## config.mk

```make
export PLATFORM = sky130hd
export DESIGN_NAME = critValueSel
export DESIGN_NICKNAME = d
export VERILOG_FILES = /design/src/rtl/critSelPkg.sv /design/src/rtl/critStallCtl.sv /design/src/rtl/critSlotTrack.sv /design/src/rtl/critValueSel.sv
export SDC_FILE = /design/constraint.sdc
export NUM_CORES = 1
export LEC_CHECK = 0
export ABC_CLOCK_PERIOD_IN_PS = 4450
export CORE_UTILIZATION = 25
export CTS_CLUSTER_SIZE = 14
export DETAILED_ROUTE_END_ITERATION = 12
export GPL_TIMING_DRIVEN = 1
export PLACE_DENSITY = 0.51
export RECOVER_POWER = 25
export SKIP_LAST_GASP = 1
export SLEW_MARGIN = 20
export SYNTH_ARGS = -nofsm -noshare
export SYNTH_HDL_FRONTEND = slang
export SYNTH_HIERARCHICAL = 1
export SYNTH_SLANG_ARGS = --single-unit
```

## constraint.sdc

```tcl
create_clock -name clk -period 4.45 [get_ports clk]
set_input_delay 0.89 -clock clk [delete_from_list [all_inputs] [get_ports clk]]
set_output_delay 0.89 -clock clk [all_outputs]
set_load 0.005 [all_outputs]
```

## src/rtl/critSelPkg.sv

```systemverilog
package critSelPkg;

  // Strobes sent from the stall control to the selection datapath
  typedef struct packed {
    logic wideMode;   // head-stall test enabled
    logic ctrMoved;   // counter changed on the last edge
  } critCtl_t;

endpackage

```

## src/rtl/critStallCtl.sv

```systemverilog
module critStallCtl
  import critSelPkg::*;
#(
  parameter int CTR_W        = 4,
  parameter int STALL_THRESH = 8
) (
  input  logic             clk,
  input  logic             rstN,
  input  logic             stallQueueFull,
  input  logic             stallOther,
  output critCtl_t         ctl,
  output logic [CTR_W-1:0] stallCtr
);

  localparam logic [CTR_W-1:0] CTR_MAX  = {CTR_W{1'b1}};
  localparam logic [CTR_W-1:0] CTR_THR  = CTR_W'(STALL_THRESH);

  logic             upReq;
  logic             downReq;
  logic [CTR_W-1:0] ctrNext;
  logic             movedQ;

  // Queue-full wins when both causes are flagged in one cycle
  assign upReq   = stallQueueFull && (stallCtr != CTR_MAX);
  assign downReq = !stallQueueFull && stallOther && (stallCtr != '0);

  always_comb begin
    ctrNext = stallCtr;
    if (upReq)        ctrNext = stallCtr + 1'b1;
    else if (downReq) ctrNext = stallCtr - 1'b1;
  end

  always_ff @(posedge clk) begin
    if (!rstN) begin
      stallCtr <= '0;
      movedQ   <= 1'b0;
    end else begin
      stallCtr <= ctrNext;
      movedQ   <= upReq || downReq;
    end
  end

  assign ctl.wideMode = stallCtr > CTR_THR;
  assign ctl.ctrMoved = movedQ;

endmodule

```

## src/rtl/critSlotTrack.sv

```systemverilog
module critSlotTrack
  import critSelPkg::*;
#(
  parameter int ROB_DEPTH  = 16,
  parameter int TAG_W      = 8,
  parameter int DATA_W     = 64,
  parameter int FANOUT_MIN = 2
) (
  input  logic                         clk,
  input  logic                         rstN,
  input  critCtl_t                     ctl,
  input  logic                         allocValid,
  input  logic [$clog2(ROB_DEPTH)-1:0] allocIdx,
  input  logic                         consumeValid,
  input  logic [$clog2(ROB_DEPTH)-1:0] consumeIdx,
  input  logic                         headValid,
  input  logic [$clog2(ROB_DEPTH)-1:0] headIdx,
  input  logic                         headExecuted,
  input  logic                         retireValid,
  input  logic [$clog2(ROB_DEPTH)-1:0] retireIdx,
  input  logic [TAG_W-1:0]             retireTag,
  input  logic [DATA_W-1:0]            retireValue,
  output logic                         fwdValid,
  output logic [TAG_W-1:0]             fwdTag,
  output logic [DATA_W-1:0]            fwdValue
);

  localparam int IDX_W = $clog2(ROB_DEPTH);
  localparam int CW    = $clog2(FANOUT_MIN + 1);
  localparam logic [CW-1:0] CNT_SAT = CW'(FANOUT_MIN);

  logic [ROB_DEPTH-1:0][CW-1:0] consCnt;
  logic [ROB_DEPTH-1:0][CW-1:0] consCntNext;
  logic [ROB_DEPTH-1:0]         headSeen;
  logic [ROB_DEPTH-1:0]         headSeenNext;

  // Per-slot next-state: allocation clears, consumers saturate, head mark sticks
  for (genvar g = 0; g < ROB_DEPTH; g++) begin : gSlot
    logic allocHit;
    logic consHit;
    logic headHit;
    assign allocHit = allocValid && (allocIdx == IDX_W'(g));
    assign consHit  = consumeValid && (consumeIdx == IDX_W'(g));
    assign headHit  = headValid && !headExecuted && (headIdx == IDX_W'(g));

    assign consCntNext[g] = allocHit ? '0 :
                            (consHit && consCnt[g] != CNT_SAT) ? consCnt[g] + 1'b1 :
                            consCnt[g];
    assign headSeenNext[g] = allocHit ? 1'b0 : (headSeen[g] || headHit);
  end

  always_ff @(posedge clk) begin
    if (!rstN) begin
      consCnt  <= '0;
      headSeen <= '0;
    end else begin
      consCnt  <= consCntNext;
      headSeen <= headSeenNext;
    end
  end

  logic [CW-1:0] selCnt;
  logic          selSeen;
  logic          byFanout;
  logic          byHead;

  assign selCnt   = consCnt[retireIdx];
  assign selSeen  = headSeen[retireIdx];
  assign byFanout = (selCnt == CNT_SAT);
  assign byHead   = ctl.wideMode && selSeen;

  assign fwdValid = retireValid && (byFanout || byHead);
  assign fwdTag   = retireTag;
  assign fwdValue = retireValue;

endmodule

```

## src/rtl/critValueSel.sv

```systemverilog
module critValueSel
  import critSelPkg::*;
#(
  parameter int ROB_DEPTH    = 16,
  parameter int TAG_W        = 8,
  parameter int DATA_W       = 64,
  parameter int FANOUT_MIN   = 2,
  parameter int CTR_W        = 4,
  parameter int STALL_THRESH = 8
) (
  input  logic                         clk,
  input  logic                         rstN,
  input  logic                         allocValid,
  input  logic [$clog2(ROB_DEPTH)-1:0] allocIdx,
  input  logic                         consumeValid,
  input  logic [$clog2(ROB_DEPTH)-1:0] consumeIdx,
  input  logic                         headValid,
  input  logic [$clog2(ROB_DEPTH)-1:0] headIdx,
  input  logic                         headExecuted,
  input  logic                         stallQueueFull,
  input  logic                         stallOther,
  input  logic                         retireValid,
  input  logic [$clog2(ROB_DEPTH)-1:0] retireIdx,
  input  logic [TAG_W-1:0]             retireTag,
  input  logic [DATA_W-1:0]            retireValue,
  output logic                         fwdValid,
  output logic [TAG_W-1:0]             fwdTag,
  output logic [DATA_W-1:0]            fwdValue
);

  critCtl_t         ctl;
  logic [CTR_W-1:0] stallCtr;

  critStallCtl #(
    .CTR_W        (CTR_W),
    .STALL_THRESH (STALL_THRESH)
  ) i_ctl (
    .clk            (clk),
    .rstN           (rstN),
    .stallQueueFull (stallQueueFull),
    .stallOther     (stallOther),
    .ctl            (ctl),
    .stallCtr       (stallCtr)
  );

  critSlotTrack #(
    .ROB_DEPTH  (ROB_DEPTH),
    .TAG_W      (TAG_W),
    .DATA_W     (DATA_W),
    .FANOUT_MIN (FANOUT_MIN)
  ) i_dp (
    .clk          (clk),
    .rstN         (rstN),
    .ctl          (ctl),
    .allocValid   (allocValid),
    .allocIdx     (allocIdx),
    .consumeValid (consumeValid),
    .consumeIdx   (consumeIdx),
    .headValid    (headValid),
    .headIdx      (headIdx),
    .headExecuted (headExecuted),
    .retireValid  (retireValid),
    .retireIdx    (retireIdx),
    .retireTag    (retireTag),
    .retireValue  (retireValue),
    .fwdValid     (fwdValid),
    .fwdTag       (fwdTag),
    .fwdValue     (fwdValue)
  );

endmodule

```

Yosys cells after proc, flatten, opt, wreduce, memory -nomap -nowiden
Cells that the tools add are included.
{"block": "op_classes", "add_sub_neg": 18, "order_cmp": 2, "eq_ne": 63, "n_mux": 6, "bitwise_logic": 1, "reduce_logical": 110}
{"op": "$eq A4 B4 Y1 const B", "count": 24}
{"op": "$logic_and A1 B1 Y1", "count": 70}
{"op": "$eq A4 B3 Y1 const B", "count": 12}
{"op": "$add A2 B1 Y2 const B", "count": 16}
{"op": "$ne A2 B2 Y1 const B", "count": 16}
{"op": "$reduce_or A2 Y1", "count": 16}
{"op": "$eq A4 B2 Y1 const B", "count": 6}
{"op": "$logic_or A1 B1 Y1", "count": 17}
{"op": "$eq A4 B1 Y1 const B", "count": 3}
{"op": "$logic_not A4 Y1", "count": 3}
{"op": "$bmux W2 S4", "count": 1}
{"op": "$mux W4", "count": 2}
{"op": "$lt A4 B5 Y1 const B", "count": 1}
{"op": "$add A4 B1 Y4 const B", "count": 1}
{"op": "$bmux W1 S4", "count": 1}
{"op": "$gt A4 B4 Y1 const B", "count": 1}
{"op": "$ne A4 B4 Y1 const B", "count": 1}
{"op": "$reduce_bool A4 Y1", "count": 1}
{"op": "$sub A4 B1 Y4 const B", "count": 1}
{"op": "$eq A2 B2 Y1 const B", "count": 1}
{"op": "$logic_not A1 Y1", "count": 2}
{"op": "$mux W2", "count": 1}
{"op": "$reduce_bool A2 Y1", "count": 1}
{"op": "$mux W1", "count": 1}
{"op": "$not A1 Y1", "count": 1}
{"block": "word_totals", "regBits": 52, "input_bits": 97, "out_inout_bits": 73, "word_cells": 233}

Logic depth before layout (Yosys ltp)
Gate-level depths: netlist of the first run.
{"block": "logic_depth", "depth_word": 5, "depth_mapped": 7, "mapped_depth_nobuf": 7}

Modules after synthesis
The synthesis of the first run kept the hierarchy.
{"module": "critSlotTrack", "instances": 1, "cells_each": 340, "area_each_um2": 2939.1}
{"module": "critStallCtl", "instances": 1, "cells_each": 33, "area_each_um2": 326.6}

Least setup slack after synthesis of the first run
Ideal clock, no wire load.
{"block": "synth_timing", "path_kind": "input to output", "from": "in retireIdx[0]", "to": "out fwdValid", "arrival_time_ps": 2280, "t_required_ps": 3560, "path_slack_ps": 1280, "cell_stages": 5, "path_cell_list": "buf_6 mux4_2 mux2_4 a221o_1 o211a_1"}
{"block": "synth_via", "elab_chain_len": 5, "elab_cells_between_ends": 8, "cone_classes": "eq/ne: 1; mux: 4; reduce/logical: 3"}
{"item": "start: declaration", "line": "critValueSel.sv:23", "rtl": "input logic [$clog2(ROB_DEPTH)-1:0] retireIdx,"}
{"item": "$bmux W2 S4 or $bmux W1 S4 (tied branches)", "line": "critSlotTrack.sv:67, critSlotTrack.sv:68"}
{"item": "$mux W2 (implied by the code) or $mux W1 (tied branches)", "line": "critSlotTrack.sv:67, critSlotTrack.sv:68"}
{"item": "$eq A2 B2 Y1 or $logic_and A1 B1 Y1 (tied branches)", "line": "critSlotTrack.sv:69, critSlotTrack.sv:70"}
{"item": "$logic_or A1 B1 Y1 *", "line": "critSlotTrack.sv:72", "rtl": "assign fwdValid = retireValid && (byFanout || byHead);"}
{"item": "$logic_and A1 B1 Y1 *", "line": "critSlotTrack.sv:72"}
{"item": "end: declaration", "line": "critValueSel.sv:26", "rtl": "output logic fwdValid,"}
Every way passes the cells marked *; elsewhere a longest branch is shown, timed or not. The select of a mux whose other input is x is not followed.

Final worst setup path of the first run
Same ends and word-level chain as after synthesis.

==> results of run 1 <==
routing by layer:
layer / up-vias / part of all wire [%] / global-route usage, % / wire length [µm]
li1: 1143 / - / - / -
met2: 66 / 47 / 19.3 / 3450
met5: - / 0 / 0 / 0
met4: 0 / 1.3 / 4.62 / 92
met1: 1105 / 46 / 14.7 / 3340
met3: 12 / 6.1 / 2.30 / 444
flip-flops by register name (all words and copies together), names as in the netlist:
name and count:
i_dp/headSeen 16, i_ctl/stallCtr 4, i_dp/consCnt 32
per-stage QoR:
step,worst slack (ns),std cells
6_report,0.153,502
5_1_grt,0.0414,502
4_1_cts,0.121,502
3_5_place_dp,0.125,494
3_3_place_gp,0.162,494
2_1_floorplan,1.28,370
final cells by class:
type | count | share of cell area (%)
Multi-Input combinational cell | 222 | 46.6
Inverter | 20 | 2.25
Sequential cell | 52 | 31.3
Tap cell | 172 | 6.46
Clock inverter | 3 | 1.43
Timing Repair Buffer | 28 | 8.19
Clock buffer | 5 | 3.76
tightest hold or removal path: cells and delay by family (launching register included):
family	cells	cell delay, ns
DFF	1	0.32
and+or+nand+nor	1	0.07
AOI/OAI and AO/OA	1	0.05
power breakdown:
| part | internal (µW) | total, µW | switching [µW] |
|---|---|---|---|
| combinational | 84.2 | 174 | 89.5 |
| sequential | 488 | 523 | 35.5 |
| clock | 267 | 448 | 180 |
| total | 839 | 1140 | 305 |
worst min-delay path by stage:
| stage | start | to | slack (ns) |
|---|---|---|---|
| CTS | i_dp/headSeen[0]$_SDFF_PP0_ | i_dp/headSeen[0]$_SDFF_PP0_ | 0.47 |
| global placement | i_dp/headSeen[9]$_SDFF_PP0_ | i_dp/headSeen[9]$_SDFF_PP0_ | 0.46 |
| finish | i_dp/headSeen[0]$_SDFF_PP0_ | i_dp/headSeen[0]$_SDFF_PP0_ | 0.47 |
| detailed placement | i_dp/headSeen[0]$_SDFF_PP0_ | i_dp/headSeen[0]$_SDFF_PP0_ | 0.45 |
| global route | i_dp/headSeen[0]$_SDFF_PP0_ | i_dp/headSeen[0]$_SDFF_PP0_ | 0.48 |
| floorplan | i_dp/headSeen[1]$_SDFF_PP0_ | i_dp/headSeen[1]$_SDFF_PP0_ | 0.43 |
==> results.py, run 1 <==
metrics = {
    "drt": {
        "drt-wirelength-per-cell_um": 14.6,
        "drt-pass1-iter-count": 5,
        "ant_nets": 0,
        "vias": 2326,
        "drt-initial-drc-count": 109,
        "finalWirelength_um": 7330,
        "via_per_inst": 4.63,
        "drc": 0,
    },
    "worst_hold_path": {
        "hold_depth": 2,
        "hold_class": "flop to flop",
    },
    "critical_path": {
        "cp_max_fo": 4,
        "crit_chain": "clkdlybuf4s50_1 > mux4_1 > mux2_4 > a221o_1 > o211a_1 > clkdlybuf4s50_1",
        "cp.arrival_ns": 3.41,
        "crit_path_frequent_cell": "clkdlybuf4s50_1",
        "max_stage_delay_ns": 0.59,
        "critPathLaunch": "retireIdx[0]",
        "endpoint": "fwdValid",
        "path_buf_inv": 2,
        "worst_path_dominant_cell_family": "buffers and inverters",
        "cpMaxStageDelayCell": "clkdlybuf4s50_1",
        "endpoint_kind": "output port",
        "path_depth": 6,
        "reg2reg_to": "i_ctl/stallCtr[3]$_SDFFE_PN0P_",
        "reg2reg_slack_ns": 2.46,
        "critPathLaunchType": "input port",
        "required_ns": 3.56,
        "reg2regPathDepth": 7,
        "critPathKind": "input port to output port",
        "r2r_start": "i_ctl/stallCtr[0]$_SDFFE_PN0P_",
    },
    "cts": {
        "clock_path_buffers": 2,
        "cts-htree-levels": 2,
        "cts_hold_buf": 0,
        "cts_made_buffers": 5,
        "clock_latency_ns": 0.29,
        "cts-root-buf": "clkbuf_16",
        "cts_tree": "built",
        "cts_resized": 0,
        "cts_setup_buffers": 0,
        "clock_sinks": 52,
        "clk_pin_slew_worst_paths_ns": 0.07,
    },
    "final_layout": {
        "stdcell_area_um2": 3330,
        "final.fill_count": 1378,
        "antenna_cells": 0,
        "regArea_um2": 1040,
        "finalCoreUtilization_pct": 26.4,
        "final_cell_mix": "dfxtp_1, nor2_1, clkdlybuf4s50_1, inv_1",
        "layout.nets": 445,
        "layout_commonest_cell": "dfxtp_1",
        "drive_gt1_share_pct": 5.76,
        "multi_input_area_um2": 1550,
        "area_delta_synth_final_pct": 3.02,
    },
    "floorplan": {
        "chipHeight_um": 116,
        "row_count": 41,
        "io_pins": 170,
        "coreArea_um2": 12600,
        "start_util_pct": 25.6,
        "fp.dieW_um": 116,
        "dieArea_um2": 13400,
    },
    "logic_synthesis": {
        "yosysWarnings": 6,
        "syn-cell-area_um2": 3230,
        "syn_nets": 486,
        "synthCells": 370,
        "syn_avg_cell_area_um2": 8.73,
    },
    "flow_run": {
        "cap_violations": 0,
    },
    "placement": {
        "gp_congestion": 0.800,
        "post_dp_cell_area_um2": 3160,
        "place_hpwl_um": 5910,
        "io_buffers": 25,
    },
    "pwr": {
        "fin_total_pwr_uw": 1140,
        "p_leak_uw": 0.00111,
        "ir_drop_uv": 225,
        "p_per_area_nw_per_um2": 344,
    },
    "sta": {
        "min_period_over_period_pct": 96.6,
        "slew_viol_final": 0,
        "finalClockSkew_ns": 0.00318,
        "worst_pin_slew_ns": 0.677,
        "maxSlewHeadroom_pct": 54.7,
        "rsz0062_at_grt": "false",
        "tns_ns": 0,
        "fmax_mhz": 233,
        "fin_crit_ns": 4.30,
        "finalSetupViolCount": 0,
        "holdWs_ns": 0.471,
        "hold_violations": 0,
    },
    "global_routing": {
        "grt_overflow_total": 0,
        "grt_pass1_vias": 2303,
        "grt_usage_pct": 11.6,
        "grt_first_pass_wirelength_um": 11700,
        "antenna_found_initial": 0,
        "grt_max_degree": 24,
    },
    "status": {
        "status": "complete, no violations",
    },
}
Note: power is estimated with default switching activity, not from simulation.
==> inputs of run 2 (changes only) <==
- SKIP_LAST_GASP: 1 -> not set
==> results of run 2 <==
No change in the layout: final DEF, timing and power equal those of run 1.
